==> src/rtl/hdrcls_pkg.sv <==
package hdrcls_pkg;

  localparam int ADDR_W     = 32;
  localparam int PORT_W     = 16;
  localparam int PROTO_W    = 8;
  localparam int TYPE_W     = 8;
  localparam int PLEN_W     = $clog2(ADDR_W + 1);
  localparam int PIPE_DEPTH = 4;

  localparam logic [PROTO_W-1:0] PROTO_ICMP = 8'd1;
  localparam logic [PROTO_W-1:0] PROTO_TCP  = 8'd6;
  localparam logic [PROTO_W-1:0] PROTO_UDP  = 8'd17;

  typedef struct packed {
    logic [PROTO_W-1:0] proto;
    logic [ADDR_W-1:0]  srcAddr;
    logic [ADDR_W-1:0]  dstAddr;
    logic [PORT_W-1:0]  srcPort;
    logic [PORT_W-1:0]  dstPort;
    logic [TYPE_W-1:0]  icmpType;
  } hdr_t;

  typedef struct packed {
    logic               protoEn;
    logic [PROTO_W-1:0] proto;
    logic               srcEn;
    logic [ADDR_W-1:0]  srcNet;
    logic [PLEN_W-1:0]  srcLen;
    logic               dstEn;
    logic [ADDR_W-1:0]  dstNet;
    logic [PLEN_W-1:0]  dstLen;
    logic               portEn;
    logic [PORT_W-1:0]  srcLo;
    logic [PORT_W-1:0]  srcHi;
    logic [PORT_W-1:0]  dstLo;
    logic [PORT_W-1:0]  dstHi;
    logic               typeEn;
    logic [TYPE_W-1:0]  icmpType;
  } rule_t;

  typedef struct packed {
    logic capture;
    logic compare;
    logic reduce;
    logic publish;
  } strobe_t;

  typedef enum int {
    F_PROTO = 0,
    F_SRC   = 1,
    F_DST   = 2,
    F_PORT  = 3,
    F_TYPE  = 4,
    F_COUNT = 5
  } field_e;

  function automatic logic [ADDR_W-1:0] prefixMask(input logic [PLEN_W-1:0] len);
    logic [ADDR_W-1:0] m;
    if (len == '0) m = '0;
    else if (int'(len) >= ADDR_W) m = '1;
    else m = {ADDR_W{1'b1}} << (ADDR_W - int'(len));
    return m;
  endfunction

  // Group specifications, fixed at elaboration.
  function automatic rule_t ruleFor(input int g);
    rule_t r;
    r       = '0;
    r.srcHi = '1;
    r.dstHi = '1;
    case (g)
      0: begin
        r.protoEn = 1'b1; r.proto = PROTO_TCP;
        r.dstEn = 1'b1; r.dstNet = 32'h0A00_0000; r.dstLen = 6'd8;
        r.portEn = 1'b1; r.dstLo = 16'd80; r.dstHi = 16'd80;
      end
      1: begin
        r.protoEn = 1'b1; r.proto = PROTO_TCP;
        r.portEn = 1'b1; r.dstLo = 16'd1024; r.dstHi = 16'hFFFF;
      end
      2: begin
        r.protoEn = 1'b1; r.proto = PROTO_UDP;
        r.portEn = 1'b1; r.dstLo = 16'd53; r.dstHi = 16'd53;
      end
      3: begin
        r.protoEn = 1'b1; r.proto = PROTO_ICMP;
        r.typeEn = 1'b1; r.icmpType = 8'd8;
      end
      4: begin
        r.protoEn = 1'b1; r.proto = PROTO_ICMP;
        r.srcEn = 1'b1; r.srcNet = 32'hC0A8_0100; r.srcLen = 6'd24;
      end
      5: begin
        r.dstEn = 1'b1; r.dstNet = 32'h0A01_0203; r.dstLen = 6'd32;
      end
      6: begin
        r.portEn = 1'b1; r.srcLo = 16'd0; r.srcHi = 16'd1023;
      end
      7: begin
        r.typeEn = 1'b1; r.icmpType = 8'd0;
      end
      default: begin
        r.protoEn = 1'b1; r.proto = 8'd250;
      end
    endcase
    return r;
  endfunction

endpackage

==> src/rtl/hdrcls_ctrl.sv <==
module hdrcls_ctrl
  import hdrcls_pkg::*;
(
  input  logic    clk,
  input  logic    rstN,
  input  logic    hdrValid,
  output strobe_t strobe,
  output logic    resValid
);

  logic [PIPE_DEPTH-1:0] stageVld;

  always_ff @(posedge clk or negedge rstN) begin
    if (!rstN) stageVld <= '0;
    else       stageVld <= {stageVld[PIPE_DEPTH-2:0], hdrValid};
  end

  always_comb begin
    strobe.capture = hdrValid;
    strobe.compare = stageVld[0];
    strobe.reduce  = stageVld[1];
    strobe.publish = stageVld[2];
    resValid       = stageVld[PIPE_DEPTH-1];
  end

  // fixed latency from accepted header to result strobe
  a_r2_fixed_latency: assert property (@(posedge clk) disable iff (!rstN)
    hdrValid |-> ##4 resValid);

  // no result without a header four edges earlier
  a_r2_no_spurious: assert property (@(posedge clk) disable iff (!rstN)
    $rose(resValid) |-> $past(strobe.publish));

endmodule

==> src/rtl/hdrcls_grp_cmp.sv <==
module hdrcls_grp_cmp
  import hdrcls_pkg::*;
#(
  parameter int GROUP = 0
) (
  input  logic    clk,
  input  logic    rstN,
  input  strobe_t strobe,
  input  hdr_t    hdr,
  output logic    hit
);

  localparam rule_t RULE = ruleFor(GROUP);
  localparam logic [ADDR_W-1:0] SRC_MASK = prefixMask(RULE.srcLen);
  localparam logic [ADDR_W-1:0] DST_MASK = prefixMask(RULE.dstLen);

  logic [F_COUNT-1:0] fieldOk;
  logic [F_COUNT-1:0] fieldQ;
  logic               isL4;
  logic               isIcmp;
  logic               srcPortIn;
  logic               dstPortIn;

  always_comb begin
    isL4      = (hdr.proto == PROTO_TCP) || (hdr.proto == PROTO_UDP);
    isIcmp    = (hdr.proto == PROTO_ICMP);
    srcPortIn = (hdr.srcPort >= RULE.srcLo) && (hdr.srcPort <= RULE.srcHi);
    dstPortIn = (hdr.dstPort >= RULE.dstLo) && (hdr.dstPort <= RULE.dstHi);

    fieldOk[F_PROTO] = !RULE.protoEn || (hdr.proto == RULE.proto);
    fieldOk[F_SRC]   = !RULE.srcEn   || (((hdr.srcAddr ^ RULE.srcNet) & SRC_MASK) == '0);
    fieldOk[F_DST]   = !RULE.dstEn   || (((hdr.dstAddr ^ RULE.dstNet) & DST_MASK) == '0);
    fieldOk[F_PORT]  = !RULE.portEn  || (isL4 && srcPortIn && dstPortIn);
    fieldOk[F_TYPE]  = !RULE.typeEn  || (isIcmp && (hdr.icmpType == RULE.icmpType));
  end

  always_ff @(posedge clk or negedge rstN) begin
    if (!rstN) begin
      fieldQ <= '0;
      hit    <= 1'b0;
    end else begin
      if (strobe.compare) fieldQ <= fieldOk;
      if (strobe.reduce)  hit    <= &fieldQ;
    end
  end

  // port-checked groups never pass a header that is neither TCP nor UDP
  a_r5_port_needs_l4: assert property (@(posedge clk) disable iff (!rstN)
    (strobe.compare && RULE.portEn && hdr.proto != PROTO_TCP && hdr.proto != PROTO_UDP)
      |=> !fieldQ[F_PORT]);

  // type-checked groups never pass a header that is not ICMP
  a_r6_type_needs_icmp: assert property (@(posedge clk) disable iff (!rstN)
    (strobe.compare && RULE.typeEn && hdr.proto != PROTO_ICMP) |=> !fieldQ[F_TYPE]);

endmodule

==> src/rtl/hdrcls_prio.sv <==
module hdrcls_prio #(
  parameter int NUM_GROUPS = 8,
  localparam int IDX_W = $clog2(NUM_GROUPS)
) (
  input  logic [NUM_GROUPS-1:0] mask,
  output logic [IDX_W-1:0]      idx,
  output logic                  none
);

  always_comb begin
    idx  = '0;
    none = ~|mask;
    for (int i = NUM_GROUPS - 1; i >= 0; i--) begin
      if (mask[i]) idx = IDX_W'(i);
    end
  end

endmodule

==> src/rtl/hdrcls_dp.sv <==
module hdrcls_dp
  import hdrcls_pkg::*;
#(
  parameter int NUM_GROUPS = 8,
  localparam int IDX_W = $clog2(NUM_GROUPS)
) (
  input  logic                  clk,
  input  logic                  rstN,
  input  strobe_t               strobe,
  input  hdr_t                  hdrIn,
  output logic [NUM_GROUPS-1:0] activeMask,
  output logic [IDX_W-1:0]      bestGroup,
  output logic                  noneActive
);

  hdr_t                  hdrQ;
  logic [NUM_GROUPS-1:0] hitVec;
  logic [IDX_W-1:0]      lowIdx;
  logic                  lowNone;

  always_ff @(posedge clk or negedge rstN) begin
    if (!rstN)               hdrQ <= '0;
    else if (strobe.capture) hdrQ <= hdrIn;
  end

  for (genvar g = 0; g < NUM_GROUPS; g++) begin : gGroup
    hdrcls_grp_cmp #(.GROUP(g)) uCmp (
      .clk    (clk),
      .rstN   (rstN),
      .strobe (strobe),
      .hdr    (hdrQ),
      .hit    (hitVec[g])
    );
  end

  hdrcls_prio #(.NUM_GROUPS(NUM_GROUPS)) uPrio (
    .mask (hitVec),
    .idx  (lowIdx),
    .none (lowNone)
  );

  always_ff @(posedge clk or negedge rstN) begin
    if (!rstN) begin
      activeMask <= '0;
      bestGroup  <= '0;
      noneActive <= 1'b1;
    end else if (strobe.publish) begin
      activeMask <= hitVec;
      bestGroup  <= lowIdx;
      noneActive <= lowNone;
    end
  end

  // the captured header changes only on an accepted strobe
  a_r1_capture_only: assert property (@(posedge clk) disable iff (!rstN)
    !strobe.capture |=> $stable(hdrQ));

  // the reported group is one of the active ones
  a_r8_best_is_active: assert property (@(posedge clk) disable iff (!rstN)
    strobe.publish |=> (noneActive || activeMask[bestGroup]));

  // nothing below the reported group is active
  a_r8_best_is_lowest: assert property (@(posedge clk) disable iff (!rstN)
    strobe.publish |=> ((activeMask & ~({NUM_GROUPS{1'b1}} << bestGroup)) == '0));

  // empty flag agrees with the mask
  a_r8_none_flag: assert property (@(posedge clk) disable iff (!rstN)
    strobe.publish |=> (noneActive == (activeMask == '0)));

  // empty result reports index zero
  a_r8_none_idx_zero: assert property (@(posedge clk) disable iff (!rstN)
    strobe.publish |=> (!noneActive || bestGroup == '0));

  // outputs hold between results
  a_r10_hold: assert property (@(posedge clk) disable iff (!rstN)
    !strobe.publish |=> ($stable(activeMask) && $stable(bestGroup) && $stable(noneActive)));

endmodule

==> src/rtl/hdrcls_top.sv <==
module hdrcls_top
  import hdrcls_pkg::*;
#(
  parameter int NUM_GROUPS = 8,
  localparam int IDX_W = $clog2(NUM_GROUPS)
) (
  input  logic                  clk,
  input  logic                  rstN,
  input  logic                  hdrValid,
  input  logic [7:0]            hdrProto,
  input  logic [31:0]           hdrSrcAddr,
  input  logic [31:0]           hdrDstAddr,
  input  logic [15:0]           hdrSrcPort,
  input  logic [15:0]           hdrDstPort,
  input  logic [7:0]            hdrIcmpType,
  output logic                  resValid,
  output logic [NUM_GROUPS-1:0] activeMask,
  output logic [IDX_W-1:0]      bestGroup,
  output logic                  noneActive
);

  strobe_t strobe;
  hdr_t    hdrIn;

  always_comb begin
    hdrIn.proto    = hdrProto;
    hdrIn.srcAddr  = hdrSrcAddr;
    hdrIn.dstAddr  = hdrDstAddr;
    hdrIn.srcPort  = hdrSrcPort;
    hdrIn.dstPort  = hdrDstPort;
    hdrIn.icmpType = hdrIcmpType;
  end

  hdrcls_ctrl uCtrl (
    .clk      (clk),
    .rstN     (rstN),
    .hdrValid (hdrValid),
    .strobe   (strobe),
    .resValid (resValid)
  );

  hdrcls_dp #(.NUM_GROUPS(NUM_GROUPS)) uDp (
    .clk        (clk),
    .rstN       (rstN),
    .strobe     (strobe),
    .hdrIn      (hdrIn),
    .activeMask (activeMask),
    .bestGroup  (bestGroup),
    .noneActive (noneActive)
  );

endmodule

==> config.mk <==
export PLATFORM = sky130hd
export DESIGN_NAME = hdrcls_top
export DESIGN_NICKNAME = d
export VERILOG_FILES = /design/src/rtl/hdrcls_pkg.sv /design/src/rtl/hdrcls_ctrl.sv /design/src/rtl/hdrcls_grp_cmp.sv /design/src/rtl/hdrcls_prio.sv /design/src/rtl/hdrcls_dp.sv /design/src/rtl/hdrcls_top.sv
export SDC_FILE = /design/constraint.sdc
export NUM_CORES = 1
export LEC_CHECK = 0
export BUFFER_PORTS_ARGS = -buffer_cell sky130_fd_sc_hd__buf_2
export CORE_ASPECT_RATIO = 0.5
export CORE_MARGIN = 3
export CORE_UTILIZATION = 55
export CTS_CLUSTER_DIAMETER = 100
export DETAILED_ROUTE_END_ITERATION = 6
export HOLD_SLACK_MARGIN = 0.1
export PLACE_DENSITY = 0.89
export SLEW_MARGIN = 0
export SYNTH_ARGS = -nofsm -noshare
export SYNTH_HDL_FRONTEND = slang
export SYNTH_HIERARCHICAL = 1
export SYNTH_SLANG_ARGS = --single-unit
==> constraint.sdc <==
create_clock -name clk -period 1.7 [get_ports clk]
set_input_delay 0.255 -clock clk [delete_from_list [all_inputs] [get_ports clk]]
set_output_delay 0.255 -clock clk [all_outputs]
set_load 0.02 [all_outputs]
Yosys cells after proc, flatten, opt, wreduce, memory -nomap -nowiden
Cells that the tools add are included.

Flip-flop bits (word level): 173. Input port bits: 115. Output and inout port bits: 13. Logic and storage cells: 80.

Order comparisons: 10. Eq/ne operators: 4. Multiplexer cells: 8. Bitwise logic cells: 3. Reductions and logical operators: 29.

Operators with widths (count): 32-bit logical NOT (3); 5-bit AND reduction (8); 16-bit by 1-bit >= comparator with 1-bit output (second input constant) (2); 16-bit less-or-equal comparator (second input constant) (2); 3-bit two-way mux (8); 16-bit by 11-bit >= comparator with 1-bit output (second input constant) (1); 16-bit by 6-bit >= comparator with 1-bit output (second input constant) (1); 16-bit by 7-bit >= comparator with 1-bit output (second input constant) (1); 16-bit by 10-bit less-or-equal comparator with 1-bit output (second input constant) (1); 16-bit by 6-bit less-or-equal comparator with 1-bit output (second input constant) (1); 16-bit by 7-bit less-or-equal comparator with 1-bit output (second input constant) (1); 1-bit logical AND (14); 6-bit inverter (2); 8-bit by 1-bit == test with 1-bit output (second input constant) (1); 8-bit by 3-bit == test with 1-bit output (second input constant) (1); 8-bit by 4-bit == test with 1-bit output (second input constant) (1); 8-bit by 5-bit == test with 1-bit output (second input constant) (1); 8-bit logical NOT (1); 8-bit OR reduction (1); 2-bit inverter (1); 1-bit logical NOT (1); 1-bit logical OR (1).

Longest topological paths before layout
Gate-level depths: netlist (run 1).

Word-level depth: 8. Gate-level depth with buffers: 4. Depth with buffers taken out: 4.

By module
Netlist (run 1), hierarchy kept.

By module, submodules not included: hdrcls_dp (instances 1, cells an instance 261, area each 4618.2 um^2, seq. area each 3104.2 um^2); hdrcls_grp_cmp at uDp.gGroup[0].uCmp (instances 1, cells an instance 29, area each 307.8 um^2, seq. area each 125.1 um^2); hdrcls_grp_cmp at uDp.gGroup[4].uCmp (instances 1, cells an instance 25, area each 252.7 um^2, seq. area each 100.1 um^2); hdrcls_grp_cmp at uDp.gGroup[2].uCmp (instances 1, cells an instance 24, area each 245.2 um^2, seq. area each 100.1 um^2); hdrcls_grp_cmp at uDp.gGroup[5].uCmp (instances 1, cells an instance 20, area each 217.7 um^2, seq. area each 75.1 um^2); hdrcls_grp_cmp at uDp.gGroup[1].uCmp (instances 1, cells an instance 19, area each 202.7 um^2, seq. area each 100.1 um^2); hdrcls_grp_cmp at uDp.gGroup[3].uCmp (instances 1, cells an instance 19, area each 187.7 um^2, seq. area each 100.1 um^2); hdrcls_grp_cmp at uDp.gGroup[6].uCmp (instances 1, cells an instance 16, area each 166.4 um^2, seq. area each 75.1 um^2); hdrcls_grp_cmp at uDp.gGroup[7].uCmp (instances 1, cells an instance 15, area each 151.4 um^2, seq. area each 75.1 um^2); hdrcls_ctrl (instances 1, cells an instance 5, area each 107.6 um^2, seq. area each 100.1 um^2); hdrcls_prio (instances 1, cells an instance 15, area each 85.1 um^2, seq. area each 0.0 um^2).

Least setup slack after synthesis (run 1)
No wires, ideal clock.

Path type: register to register. Start point: register uCtrl.stageVld[0]. End point: register uDp.gGroup[4].uCmp.fieldQ[1]. Setup time: 95 ps. Data arrival time: 1348 ps. Data required time: 1605 ps. Setup slack: 257 ps. Stages on the path, launching flop included: 4. Path through: dfrtp_1 > and4bb_1 > nand4_1 > o32ai_2.

RTL lines: start, declared (line hdrcls_ctrl.sv:11) `logic [PIPE_DEPTH-1:0] stageVld;`; start signal, assigned (line hdrcls_ctrl.sv:15) `else stageVld <= {stageVld[PIPE_DEPTH-2:0], hdrValid};`; end signal, assigned (line hdrcls_grp_cmp.sv:42) `if (strobe.compare) fieldQ <= fieldOk;`; end, declared (line hdrcls_grp_cmp.sv:18) `logic [F_COUNT-1:0] fieldQ;`.

Worst setup path after layout (run 1)
Start point: register uDp/hdrQ[111] (netlist bit). End point: register uDp.gGroup[2].uCmp.fieldQ[3].

Longest elaborated chain between the ends: 4. Elaborated cells between the ends (all ways): 5. Classes of those cells: eq/ne (2); reduce/logical (3).

Ends and longest elaborated chain: start, declared (line hdrcls_dp.sv:16) `hdr_t hdrQ;`; start signal, assigned (line hdrcls_dp.sv:23) `else if (strobe.capture) hdrQ <= hdrIn;`; 8-bit by 3-bit == test with 1-bit output or 8-bit by 5-bit == test with 1-bit output (tied branches) (line hdrcls_grp_cmp.sv:25) `isL4 = (hdr.proto == PROTO_TCP) || (hdr.proto == PROTO_UDP);`; 1-bit logical OR (*) (line hdrcls_grp_cmp.sv:25); 1-bit logical AND (*) (2 in series) (line hdrcls_grp_cmp.sv:33) `fieldOk[F_PORT] = !RULE.portEn || (isL4 && srcPortIn && dstPortIn);`; end signal, assigned (line hdrcls_grp_cmp.sv:42); end, declared (line hdrcls_grp_cmp.sv:18).

Every way passes the cells marked *; elsewhere a longest branch is shown, timed or not. A chain may end at the register's enable or synchronous reset.

==> results.md, run 1 <==
* Area added between synthesis and finish at 38.4%
* Syn Inst Count at 412
* Hold Path Origin: hdrIcmpType[5]
* Syn Nets at 527
* Slowest cell on crit path: dfrtp_1
* Clock-pin slew on the worst setup and hold paths at 0.06 ns
* DRT Pass-1 Iters at 6
* GRT overflow at 0
* Power Total at 8.35 mW
* Hold-fix buffer count after cts at 95
* Synth Cell Area at 5890 sq um
* Final ANT Viol Nets at 0
* Crit Reg-Reg Startpoint: uDp/hdrQ[111]$_DFFE_PN0P_
* Core ar. at 10,300 sq um
* DR iter-0 viols at 319
* Setup TNS at 0 ns
* Worst R2R Path Depth at 3
* Hold Path Class: in2reg
* CP Capture Type: flip-flop
* Ant diodes at 0
* Period minus WS final at 1.53 ns
* Vias in the first global route at 4,879
* Clock tree buffer depth at 2
* Worst Setup Start Kind: flip-flop
* Status: finished clean
* Fin nets at 746
* First-pass GRT wire length at 26,200 um
* CTS root buffer: clkbuf_16
* Initial core utilization at 57.1%
* Initial antenna violation count at 0
* GRT Overall Usage at 28.1%
* Post-Route WL at 16,100 um
* Share of layout cells above drive strength 1 at 44.4%
* Vias post-DR at 4,400
* CP peak stage delay at 0.57 ns
* Max H-tree Level at 4
* Die area at 12,100 sq um
* Layout Skew at 0.0105 ns
* Post-CTS setup repair buffer count at 0
* Die Wd at 152 um
* Pin count of the biggest net entering global routing at 51
* Critical path arrival at 1.84 ns
* Fin crit share at 89.8%
* Critical setup path kind: reg2reg
* Final setup fails at 0
* Ports at 128
* Post-DP HPWL at 8210 um
* Power Density at 1020 nW/um^2
* R2r endpoint: uDp/gGroup[2].uCmp/fieldQ[3]$_DFFE_PN0P_
* Worst slew pin tran at 0.531 ns
* Peak supply drop at 698 uV
* Vias per cell at 5.61
* Chip height at 79.2 um
* WHS Path Cells at 2
* CP Max Fanout at 8
* Row count at 26
* Syn_area_per_cell at 14.3 sq um
* Leak at 3.53 nW
* Required @ worst endpoint at 2.01 ns
* # DRC at 0
* GPL Wtd Cong at 0.784
* Reg2Reg Setup Slack at 0.17 ns
* RSZ-0062 raised after global routing: false
* Max Clock Freq at 655 MHz
* # clock sinks at 140
* Hold-critical path endpoint: uDp/hdrQ[5]$_DFFE_PN0P_
* Final Hold Vio Count at 0
* Max Cap Viol at 0
* DR WL/cell at 20.5 um
* Post-CTS Resized at 0
* Fin. max-slew vios at 0
* IO buf count at 109
* Slew HR at 64.6%
* CTS Buf Count at 17
* YS warnings at 6
* Clk_lat worst skew at 0.41 ns
* Critical path, cell by cell: nor4_4, nand3_1, o32ai_2
* TritonCTS clock tree: yes
-- stage by stage --
| step | std cells | cell area [sq um] | setup slack (ns) | hold slack [ns] | util [%] |
|---|---|---|---|---|---|
| finish | 784 | 8150 | 0.174 | 0.137 | 79.0 |
| global route | 784 | 8150 | 0.0993 | 0.128 | 79.0 |
| CTS | 784 | 8150 | 0.262 | 0.100 | 79.0 |
| detailed placement | 657 | 6620 | 0.278 | 0.229 | 64.2 |
| global placement | 657 | 6620 | 0.318 | 0.224 | 64.2 |
| floorplan | 412 | 5890 | 0.257 | -0.0406 | - |
-- layer usage --
| layer | part of all wire (%) | global-route usage [%] | vias up |
|---|---|---|---|
| met5 | 0 | 0 | - |
| met2 | 51 | 48.3 | 185 |
| met4 | 3.1 | 11.7 | 0 |
| li1 | - | - | 1949 |
| met3 | 5.3 | 6.70 | 50 |
| met1 | 41 | 34.6 | 2216 |
-- registers in the layout, indices dropped and copies added, names as in the netlist --
register                count
uDp/gGroup.uCmp/fieldQ     22
uDp/hdrQ                   94
uDp/gGroup.uCmp/hit         8
uDp/activeMask              8
uCtrl/stageVld              4
uDp/bestGroup               3
uDp/noneActive              1
-- power breakdown --
| part | switching [mW] | total, mW | internal (mW) | leakage, nW |
|---|---|---|---|---|
| combinational | 0.314 | 0.836 | 0.522 | 1.57 |
| sequential | 0.259 | 3.82 | 3.56 | 1.69 |
| clock | 1.45 | 3.69 | 2.24 | 0.268 |
| total | 2.02 | 8.35 | 6.32 | 3.53 |
-- area by class of cell --
cell class                 count  area [sq um]
clock buffer                  22           464
inverter                      23          86.3
timing repair buffer         214          1630
sequential                   140          3500
clock inverter                10           116
multi-input combinational    235          2170
fill                         534          2160
tap                          140           175
-- placed cells by master, fill, tap and decap left out, drive strengths merged --
cell type    count
dfrtp          139
buf            119
mux2           106
dlygate4sd3     95
inv             23
clkbuf          22
nor2            17
o21ai           15
nor4            15
nand4           14
nor4b           11
nand3            9
or2              8
nor4bb           7
clkinvlp         5
o22ai            5
and4bb           5
nand2            4
o32ai            3
clkinv           3
bufinv           2
a21oi            2
mux2i            1
nor3b            1
o2111ai          1
or4              1
o211ai           1
nand3b           1
or3              1
nand2b           1
o31ai            1
or3b             1
dfstp            1
a21boi           1
nor2b            1
o21bai           1
o41ai            1
-- worst max-delay path: cells and delay by family (launching register included) --
kind / cells / cell delay, ns
DFF: 1 / 0.57
and+or+nand+nor: 2 / 0.56
AOI/OAI and AO/OA: 1 / 0.29
-- how the worst max path moves through the flow --
stage / startpoint / to / cells past startpoint
3_3_place_gp: uDp/hdrQ[23]$_DFFE_PN0P_ / uDp/gGroup[1].uCmp/fieldQ[3]$_DFFE_PN0P_ / 3
2_1_floorplan: uCtrl/stageVld[0]$_DFF_PN0_ / uDp/gGroup[4].uCmp/fieldQ[1]$_DFFE_PN0P_ / 3
4_1_cts: uDp/hdrQ[23]$_DFFE_PN0P_ / uDp/gGroup[1].uCmp/fieldQ[3]$_DFFE_PN0P_ / 3
6_report: uDp/hdrQ[111]$_DFFE_PN0P_ / uDp/gGroup[2].uCmp/fieldQ[3]$_DFFE_PN0P_ / 3
5_1_grt: uDp/hdrQ[111]$_DFFE_PN0P_ / uDp/gGroup[1].uCmp/fieldQ[0]$_DFFE_PN0P_ / 3
3_5_place_dp: uDp/hdrQ[23]$_DFFE_PN0P_ / uDp/gGroup[1].uCmp/fieldQ[3]$_DFFE_PN0P_ / 3
Power figures use the tool's default switching activity.
==> run 2, diff against run 1 <==
Clock period 1.7 ns to 1.77 ns, I/O delays scaled along.
==> run 2 against run 1 <==
  * Worst setup slack got worse by 0.087 ns
  * Count of clock-buffer cells in the layout decreased by 5
  * Sequential share of layout area rose by 0.073 points
  * Flip-flop and latch count did not move
  * Wire length decreased by 2.6%
  * Largest cell class unchanged
  * Via count fell by 0.55%
  * Sequential power shrank 4%
  * Power increased by 3.6%
  * Design area is 0.17% lower
  * Fmax is 9.3% lower
  * Critical path depth up 1
==> results.md, run 2 (synthesized netlist as in run 1, its figures left out) <==
* Vias per cell at 5.67 (+1.0%)
* Slowest cell on crit path: dfrtp_1
* Period minus WS final at 1.68 ns (+0.157 ns)
* Die Wd at 152 um (unchanged)
* Max Clock Freq at 594 MHz (-9.3%)
* Most frequent cells in the layout: 139 x dfrtp_1, 107 x buf_2, 106 x mux2_2
* Row count at 26 (unchanged)
* Die area at 12,100 sq um (unchanged)
* Critical path, cell by cell: buf_4, nor4b_2, nand4_1, o21ai_0
* Clk_lat worst skew at 0.42 ns (about the same)
* Vias in the first global route at 4,657 (-4.6%)
* Post-DP HPWL at 8310 um (+1.1%)
* M3 GR Usage at 6.37% (-0.33 points)
* Hold Path Class: in2reg
* Sequential share of power at 42.4% (-3.4 points)
* Setup TNS at 0 ns (unchanged)
* Slew HR at 66.2% (+1.6 points)
* DRT Pass-1 Iters at 5 (-1)
* RSZ-0062 raised after global routing: false
* CP delay by family, top: flip-flops
* Status: finished clean
* Pin count of the biggest net entering global routing at 52 (+2.0%)
* Layout Skew at 0.0106 ns (+0.0000743 ns)
* Fin nets at 733 (-1.7%)
* Initial core utilization at 57.1% (unchanged)
* WHS Path Cells at 2 (unchanged)
* Power Density at 1060 nW/um^2 (+3.8%)
* Switch share at 22.6% (-1.6 points)
* Post-Route WL at 15,600 um (-2.6%)
* Vias post-DR at 4,376 (-0.55%)
* Post-CTS setup repair buffer count at 0 (unchanged)
* Final Util at 78.9% (-0.13 points)
* Fill cells at 528 (-1.1%)
* Clock-pin slew on the worst setup and hold paths at 0.07 ns (about the same)
* GRT Overall Usage at 26.5% (-1.5 points)
* Hold-critical path endpoint: uDp/hdrQ[106]$_DFFE_PN0P_
* P_sw at 1.96 mW (-3.3%)
* Critical path arrival at 1.96 ns (+0.12 ns)
* CP Capture Type: flip-flop
* WHS at 0.107 ns (-0.0299 ns)
* DR iter-0 viols at 332 (+4.1%)
* CP peak stage delay at 0.64 ns (+0.07 ns)
* Fin. max-slew vios at 0 (unchanged)
* Max Cap Viol at 0 (unchanged)
* Reg2Reg Setup Slack at 0.09 ns (-0.09 ns)
* CTS root buffer: clkbuf_16
* Hold Path Origin: hdrProto[2]
* Peak supply drop at 830 uV (+19%)
* WP buf/inv at 1 (+1)
* First-pass GRT wire length at 24,700 um (-6.0%)
* Area added between synthesis and finish at 38.2%
* Ports at 128 (unchanged)
* Critical setup path kind: reg2reg
* Largest reg by FF count: uDp/hdrQ
* Required @ worst endpoint at 2.05 ns (+0.04 ns)
* DR WL/cell at 20.3 um (-1.1%)
* # DRC at 0 (unchanged)
* GRT overflow at 0 (unchanged)
* Gate power share at 9.0% (-1.0 points)
* Top Registers: uDp/hdrQ (94), uDp/gGroup.uCmp/fieldQ (22)
* Met2 Use GR at 45.4% (-2.9 points)
* Int Pwr at 6.69 mW (+5.9%)
* TritonCTS clock tree: yes
* Largest register FFs at 94 (unchanged)
* Worst Setup Start Kind: flip-flop
* Final ANT Viol Nets at 0 (unchanged)
* Fin crit share at 95.1% (+5.3 points)
* Crit Reg-Reg Startpoint: uCtrl/stageVld[0]$_DFF_PN0_
* Clock tree buffer depth at 2 (unchanged)
* Max H-tree Level at 4 (unchanged)
* Met1 Use GR at 32.2% (-2.4 points)
* R2r endpoint: uDp/gGroup[3].uCmp/fieldQ[0]$_DFFE_PN0P_
* Worst slew pin tran at 0.500 ns (-0.0313 ns)
* Worst R2R Path Depth at 4 (+1)
* Final setup fails at 0 (unchanged)
* Commonest non-fill, non-tap cell in the layout: dfrtp_1
* Chip height at 79.2 um (unchanged)
* Top Usage Layer GRT: met2
* Share of layout cells above drive strength 1 at 45.8% (+1.4 points)
* Clock share of power at 48.6% (+4.4 points)
* Leak at 3.53 nW (+0.19%)
* Initial antenna violation count at 0 (unchanged)
* # clock sinks at 140 (unchanged)
* IO buf count at 109 (unchanged)
* Final Hold Vio Count at 0 (unchanged)
* GPL Wtd Cong at 0.806 (+2.9%)
* Core ar. at 10,300 sq um (unchanged)
* CP Max Fanout at 18 (+10)
* CTS Buf Count at 17 (unchanged)
[run 2: cell count changes in the layout (fill, tap and decap cells not counted), moves of 2 or more]
| cell | delta |
|---|---|
| clkbuf_8 | -2 |
| bufinv_16 | +5 |
| clkbuf_1 | -3 |
| clkinvlp_4 | -2 |
| dlygate4sd3_1 | -13 |
[run 2: how the worst max path moves through the flow]
stage	startpoint	to	slack (ns)	depth (start not counted)
2_1_floorplan	uCtrl/stageVld[0]$_DFF_PN0_	uDp/gGroup[4].uCmp/fieldQ[1]$_DFFE_PN0P_	0.33	3
3_3_place_gp	uCtrl/stageVld[0]$_DFF_PN0_	uDp/gGroup[3].uCmp/fieldQ[4]$_DFFE_PN0P_	0.38	4
3_5_place_dp	uCtrl/stageVld[0]$_DFF_PN0_	uDp/gGroup[3].uCmp/fieldQ[0]$_DFFE_PN0P_	0.31	4
4_1_cts	uCtrl/stageVld[0]$_DFF_PN0_	uDp/gGroup[3].uCmp/fieldQ[0]$_DFFE_PN0P_	0.29	4
5_1_grt	uCtrl/stageVld[0]$_DFF_PN0_	uDp/gGroup[3].uCmp/fieldQ[0]$_DFFE_PN0P_	0.05	4
6_report	uCtrl/stageVld[0]$_DFF_PN0_	uDp/gGroup[3].uCmp/fieldQ[0]$_DFFE_PN0P_	0.09	4
[run 2: final cells by class]
| type | count | area, sq um | area share (%) |
|---|---|---|---|
| multi-input cells | 235 | 2170 | 26.7 |
| clock buffers | 17 | 425 | 5.23 |
| clock inverters | 15 | 269 | 3.31 |
| flip-flops and latches | 140 | 3500 | 43.1 |
| well taps | 140 | 175 | 2.15 |
| inverters | 23 | 86.3 | 1.06 |
| diodes | 1 | 2.50 | 0.0308 |
| repair buffers | 201 | 1500 | 18.4 |
[run 2: layer usage]
metal,up-vias,share of wire [%],wire length [um]
met5,-,0,0
met4,0,3.1,487
met3,49,6.4,1010
met2,207,51,7930
met1,2187,40,6210
li1,1933,-,-
[run 2: repair_timing]
action | in CTS | in global routing
endpoints found under the hold margin | 125 | 3
setup endpoints to repair | 0 | 0
resized for setup | 0 | 0
hold buffers | 79 | 3
[run 2: power by group through the flow]
stage | sequential [mW] | combinational [mW] | clock (mW)
3_5_place_dp | 3.70 | 0.600 | 0
6_report | 3.67 | 0.778 | 4.20
4_1_cts | 3.64 | 0.745 | 4.21
3_3_place_gp | 3.68 | 0.573 | 0
5_1_grt | 3.69 | 0.834 | 4.38
2_1_floorplan | 3.63 | 0.373 | 0
[run 2: metrics by stage]
step                      worst slack, ns  power [mW]  instances  area [sq um]
after global placement              0.384        4.25        657          6620
final                              0.0874        8.65        772          8140
after detailed placement            0.310        4.30        657          6620
after floorplan                     0.327        4.01        412          5890
after CTS                           0.288        8.60        768          8100
after global routing               0.0496        8.91        771          8130
